$ cat src/rtl/siso_maxlog.sv
module siso_maxlog #(
  parameter int W    = 8,
  parameter int MAXM = 16
) (
  input  logic                      clk,
  input  logic                      rst_n,
  input  logic                      start,
  input  logic [$clog2(MAXM):0]     win_len,
  input  logic                      bnd_zero,
  input  logic [8*W-1:0]            bnd_seed,
  input  logic                      in_valid,
  input  logic signed [W-1:0]       in_sys,
  input  logic signed [W-1:0]       in_par,
  input  logic signed [W-1:0]       in_apr,
  output logic                      busy,
  output logic                      out_valid,
  output logic [$clog2(MAXM)-1:0]   out_idx,
  output logic signed [W-1:0]       out_ext,
  output logic                      bnd_wr_en,
  output logic [8*W-1:0]            bnd_wr_data
);
  localparam int NS = 8;
  localparam int LW = $clog2(MAXM);
  localparam int AW = W + 4;

  typedef logic signed [W-1:0]  met_t;
  typedef logic signed [AW-1:0] acc_t;
  typedef enum logic [1:0] {IDLE, FWD, BWD} st_t;

  localparam acc_t HI  = acc_t'((1 <<< (W-1)) - 1);
  localparam acc_t LO  = acc_t'(-(1 <<< (W-1)));
  localparam acc_t NEG = acc_t'(-(1 <<< (AW-1)));

  function automatic logic [2:0] nxt(logic [2:0] s, logic u);
    return {s[1], s[0], u ^ s[1] ^ s[2]};
  endfunction

  function automatic logic parb(logic [2:0] s, logic u);
    return (u ^ s[1] ^ s[2]) ^ s[0] ^ s[2];
  endfunction

  function automatic met_t sat(acc_t v);
    if (v > HI) return met_t'(HI);
    if (v < LO) return met_t'(LO);
    return met_t'(v);
  endfunction

  function automatic acc_t gam(logic u, logic p, met_t s, met_t a, met_t q);
    acc_t g;
    g = '0;
    if (u) g = acc_t'(s) + acc_t'(a);
    if (p) g = g + acc_t'(q);
    return g;
  endfunction

  st_t            st;
  logic [LW:0]    len;
  logic [LW-1:0]  cnt, idx;
  met_t           alpha [NS];
  met_t           beta  [NS];
  met_t           alpha_n [NS];
  met_t           beta_n  [NS];
  met_t           a_mem [MAXM][NS];
  met_t           s_mem [MAXM];
  met_t           p_mem [MAXM];
  met_t           l_mem [MAXM];
  met_t           cs, cp, ca, ext;
  logic [8*W-1:0] bpack;

  assign busy = (st != IDLE);
  assign cs = (st == BWD) ? s_mem[idx] : in_sys;
  assign cp = (st == BWD) ? p_mem[idx] : in_par;
  assign ca = (st == BWD) ? l_mem[idx] : in_apr;

  always_comb begin
    acc_t fm [NS];
    acc_t bm [NS];
    acc_t m1, m0, v;
    logic [2:0] ns;
    for (int t = 0; t < NS; t++) fm[t] = NEG;
    m1 = NEG;
    m0 = NEG;
    for (int s = 0; s < NS; s++) begin
      bm[s] = NEG;
      for (int u = 0; u < 2; u++) begin
        ns = nxt(3'(s), 1'(u));
        v = acc_t'(alpha[s]) + gam(1'(u), parb(3'(s), 1'(u)), cs, ca, cp);
        if (v > fm[ns]) fm[ns] = v;
        v = gam(1'(u), parb(3'(s), 1'(u)), cs, ca, cp) + acc_t'(beta[ns]);
        if (v > bm[s]) bm[s] = v;
        v = acc_t'(a_mem[idx][s]) + gam(1'b0, parb(3'(s), 1'(u)), cs, ca, cp)
            + acc_t'(beta[ns]);
        if (u == 1) begin
          if (v > m1) m1 = v;
        end else begin
          if (v > m0) m0 = v;
        end
      end
    end
    for (int t = 0; t < NS; t++) begin
      alpha_n[t] = sat(fm[t] - fm[0]);
      beta_n[t]  = sat(bm[t] - bm[0]);
      bpack[t*W +: W] = beta_n[t];
    end
    ext = sat(m1 - m0);
  end

  always_ff @(posedge clk) begin
    if (st == FWD && in_valid) begin
      for (int s = 0; s < NS; s++) a_mem[cnt][s] <= alpha[s];
      s_mem[cnt] <= in_sys;
      p_mem[cnt] <= in_par;
      l_mem[cnt] <= in_apr;
    end
  end

  always_ff @(posedge clk or negedge rst_n) begin
    if (!rst_n) begin
      st          <= IDLE;
      len         <= '0;
      cnt         <= '0;
      idx         <= '0;
      out_valid   <= 1'b0;
      out_idx     <= '0;
      out_ext     <= '0;
      bnd_wr_en   <= 1'b0;
      bnd_wr_data <= '0;
      for (int s = 0; s < NS; s++) begin
        alpha[s] <= '0;
        beta[s]  <= '0;
      end
    end else begin
      out_valid <= 1'b0;
      bnd_wr_en <= 1'b0;
      case (st)
        IDLE: if (start && win_len != 0 && win_len <= (LW+1)'(MAXM)) begin
          st  <= FWD;
          len <= win_len;
          cnt <= '0;
          for (int s = 0; s < NS; s++) begin
            alpha[s] <= '0;
            beta[s]  <= bnd_zero ? met_t'(0) : met_t'(bnd_seed[s*W +: W]);
          end
        end
        FWD: if (in_valid) begin
          for (int s = 0; s < NS; s++) alpha[s] <= alpha_n[s];
          if ((LW+1)'(cnt) == len - 1'b1) begin
            st  <= BWD;
            idx <= cnt;
          end else begin
            cnt <= cnt + 1'b1;
          end
        end
        BWD: begin
          out_valid <= 1'b1;
          out_ext   <= ext;
          out_idx   <= idx;
          for (int s = 0; s < NS; s++) beta[s] <= beta_n[s];
          if (idx == 0) begin
            st          <= IDLE;
            bnd_wr_en   <= 1'b1;
            bnd_wr_data <= bpack;
          end else begin
            idx <= idx - 1'b1;
          end
        end
        default: st <= IDLE;
      endcase
    end
  end
endmodule


$ cat config.mk
export PLATFORM = sky130hd
export DESIGN_NAME = siso_maxlog
export DESIGN_NICKNAME = d
export VERILOG_FILES = /design/src/rtl/siso_maxlog.sv
export SDC_FILE = /design/constraint.sdc
export NUM_CORES = 2
export LEC_CHECK = 0
export ABC_AREA = 1
export BUFFER_PORTS_ARGS = -buffer_cell sky130_fd_sc_hd__clkbuf_2
export CORE_UTILIZATION = 50
export CTS_CLUSTER_DIAMETER = 40
export DETAILED_ROUTE_END_ITERATION = 12
export PLACE_DENSITY = 0.74
export SYNTH_ARGS = -nofsm -noshare
export SYNTH_HDL_FRONTEND = slang
export SYNTH_SLANG_ARGS = --single-unit
$ cat constraint.sdc
create_clock -name clk -period 20.6 [get_ports clk]
set_clock_uncertainty 0.2 [all_clocks]
set_input_delay 4.12 -clock clk [delete_from_list [all_inputs] [get_ports clk]]
set_output_delay 4.12 -clock clk [all_outputs]
set_load 0.01 [all_outputs]
==> impl_metrics.env <==
export IMPL_worst_slew_pin_slew_ns=1.32
export IMPL_hold_viol_final=0
export IMPL_synth_sequential_area_ratio_pct=48.8
export IMPL_wire_per_inst_microns=25.5
export IMPL_drc=0
export IMPL_placement_io_buffers=168
export IMPL_post_cts_resized_instances=0
export IMPL_fp_row_count=154
export IMPL_detailedRoute_firstIterationViolations=8142
export IMPL_postCtsHoldBufs=0
export IMPL_route_final_wire_length_mm=302
export IMPL_placeableCoreArea_sq_um=177000
export IMPL_die_w_microns=425
export IMPL_layout_commonest_cell="sky130_fd_sc_hd__nand2_1"
export IMPL_cts_max_path_buffers=3
export IMPL_routabilityCongestion=1.03
export IMPL_cts_sinks=1485
export IMPL_drive_above_1_share_pct=8.36
export IMPL_die_y_microns=425
export IMPL_worst_hold_path_type="flop to flop"
export IMPL_floorplan_io_pins=177
export IMPL_antenna_found_initial=12
export IMPL_path_common_cell="sky130_fd_sc_hd__nand2_1"
export IMPL_final_cell_mix="sky130_fd_sc_hd__nand2_1 (1300), sky130_fd_sc_hd__edfxtp_1 (1280), sky130_fd_sc_hd__o21ai_0 (1019), sky130_fd_sc_hd__inv_1 (932), sky130_fd_sc_hd__ha_1 (842)"
export IMPL_asyncSetResetFlopFracSynth_pct=13.8
export IMPL_htree_levels=4
export IMPL_critPathRequiredTime_ns=21.15
export IMPL_grt_max_degree=186
export IMPL_worst_path_max_delay_cell="sky130_fd_sc_hd__o21ai_1"
export IMPL_status="completed"
export IMPL_avgViaCountPerCell=6.08
export IMPL_total_track_usage_pct=33.0
export IMPL_worst_skew_pair_late_latency_ns=0.87
export IMPL_netlist_area_sq_um=89400
export IMPL_postSynth_topFlopCell="sky130_fd_sc_hd__edfxtp_1"
export IMPL_timing_max_cap_violations=0
export IMPL_crit_path_start_kind="input port"
export IMPL_grt_remaining_overflow=0
export IMPL_final_fill_count=14900
export IMPL_syn_mean_instance_area_sq_um=9.81
export IMPL_timing_worst_setup_path_type="input port to flop"
export IMPL_timing_final_setup_violations=0
export IMPL_clkTransAtPathRegs_ns=0.05
export IMPL_drtPass1Iterations=9
export IMPL_area_growth_pct=12.2
export IMPL_post_route_period_util_pct=94.6
export IMPL_via_count_of_the_first_global_routing_pass=69000
export IMPL_synth_edf_count=1280
export IMPL_critPathArrivalTime_ns=20.04
export IMPL_syn_inst=9110
export IMPL_dr_total_vias=72000
export IMPL_final_core_util_pct=56.7
export IMPL_ys_seq_elements=1485
export IMPL_post_cts_setup_buffers=0
export IMPL_final_max_slew_violation_count=0
export IMPL_detailed_place_hpwl_mm=208
export IMPL_cts_root_buf="sky130_fd_sc_hd__clkbuf_16"
export IMPL_timing_setup_tns_ns=0
export IMPL_synth_yosys_warnings=0
export IMPL_post_synth_num_cell_types=58
export IMPL_unrepaired_setup_endpoints_after_global_routing="false"
export IMPL_fmax_ghz=0.0513
export IMPL_critPathMaxStageDelay_ns=0.61
export IMPL_clock_buffers_created_by_tritoncts=191
export IMPL_crit_path_end_kind="flop"
export IMPL_grt_pass1_wl_mm=440
export IMPL_floorplan_initialDensity_pct=50.5
export IMPL_slew_headroom_pct=11.9
export IMPL_fin_nets=10400
export IMPL_floorplan_die_area_sq_um=180000
export IMPL_detail_route_antenna_nets=0
export IMPL_maximum_fanout_along_the_worst_path=19
export IMPL_period_needed_ns=19.50
export IMPL_clock_tree_from_tritoncts="built"
-- sequential cells by signal, summed over array words and instances (netlist names), 2 cells and up --
signal	cells
a_mem	896
alpha	56
beta	64
bnd_wr_data	56
cnt	4
idx	4
l_mem	128
len	5
out_ext	8
out_idx	4
p_mem	128
s_mem	128
st	2
-- layer usage --
metal  share of wire (%)  up-vias  global-route usage [%]
met3                 9.8      730                    6.04
met1                  40    34900                    44.5
met5               0.011        -                       0
li1                    -    32700                       -
met2                  44     3744                    51.4
met4                 5.4        4                    15.9
-- worst paths after layout --
check                           startpoint              end  slack [ns]  depth (start not counted)
setup / recovery                 in_par[2]       out_ext[5]        1.10                         91
hold / removal             bnd_wr_data[22]  bnd_wr_data[22]        0.28                          2
setup reg to reg                    idx[1]       out_ext[5]        1.97                         94
hold reg to reg            bnd_wr_data[22]  bnd_wr_data[22]        0.28                          2
max in group asynchronous            rst_n        alpha[15]       14.94                          3
min in group asynchronous            rst_n  bnd_wr_data[18]        3.16                          1
-- cell families after synthesis --
logic type,count (synthesis),synth area share [%]
AO/OA/AOI/OAI,2371,15.5
XOR/XNOR,423,4.15
adder cells (fa/ha/maj),953,14.3
buffers and inverters,1309,5.55
flip-flops,1485,48.8
other,2,0.00841
AND/OR/NAND/NOR,2567,11.8
-- cells in the mapped netlist (77+ instances only) --
library cell	n	area, sq um
sky130_fd_sc_hd__clkbuf_1	311	1170
sky130_fd_sc_hd__o211ai_1	77	578
sky130_fd_sc_hd__fa_1	111	2220
sky130_fd_sc_hd__nand3_1	285	1430
sky130_fd_sc_hd__xnor2_1	142	1240
sky130_fd_sc_hd__o21ai_0	1047	5240
sky130_fd_sc_hd__o22ai_1	191	1190
sky130_fd_sc_hd__xor2_1	281	2460
sky130_fd_sc_hd__ha_1	842	10500
sky130_fd_sc_hd__o21bai_1	134	1010
sky130_fd_sc_hd__o221ai_1	158	1380
sky130_fd_sc_hd__a21oi_1	551	2760
sky130_fd_sc_hd__nand2_1	1302	4890
sky130_fd_sc_hd__inv_1	936	3510
sky130_fd_sc_hd__dfrtp_1	205	5130
sky130_fd_sc_hd__edfxtp_1	1280	38400
sky130_fd_sc_hd__nor2_1	801	3010
-- metrics by stage --
| step | hold WS [ns] | instances | area [sq um] | setup slack (ns) |
|---|---|---|---|---|
| 6_report | 0.281 | 11800 | 100000 | 1.10 |
| 2_1_floorplan | 0.275 | 9130 | 89400 | 0.663 |
| 5_1_grt | 0.306 | 11800 | 100000 | 0.00626 |
| 3_3_place_gp | 0.265 | 11500 | 93600 | 0.0455 |
| 4_1_cts | 0.281 | 11800 | 100000 | 0.819 |
| 3_5_place_dp | 0.264 | 11500 | 93600 | -0.0491 |
-- final cells by class --
| class | count | area [sq um] | area share (%) |
|---|---|---|---|
| Sequential cell | 1485 | 43600 | 43.5 |
| Multi-Input combinational cell | 6336 | 41100 | 41.0 |
| Clock buffer | 216 | 4870 | 4.86 |
| Inverter | 948 | 3580 | 3.57 |
| Tap cell | 2340 | 2930 | 2.92 |
| Timing Repair Buffer | 376 | 2490 | 2.48 |
| Clock inverter | 134 | 1680 | 1.67 |
| Antenna cell | 8 | 20.0 | 0.0200 |
-- worst max-delay path, delay by kind of cell --
family	cells	cell delay, ns
AOI/OAI and AO/OA	39	7.51
xor gates and xnor gates	5	0.83
and+or+nand+nor	27	2.63
buffers and inverters	9	1.29
adders and majority gates	11	3.57
Power is left out: the tool's default activity adds up to more than one toggle a clock period on the data nets, which glitch-free logic cannot reach.
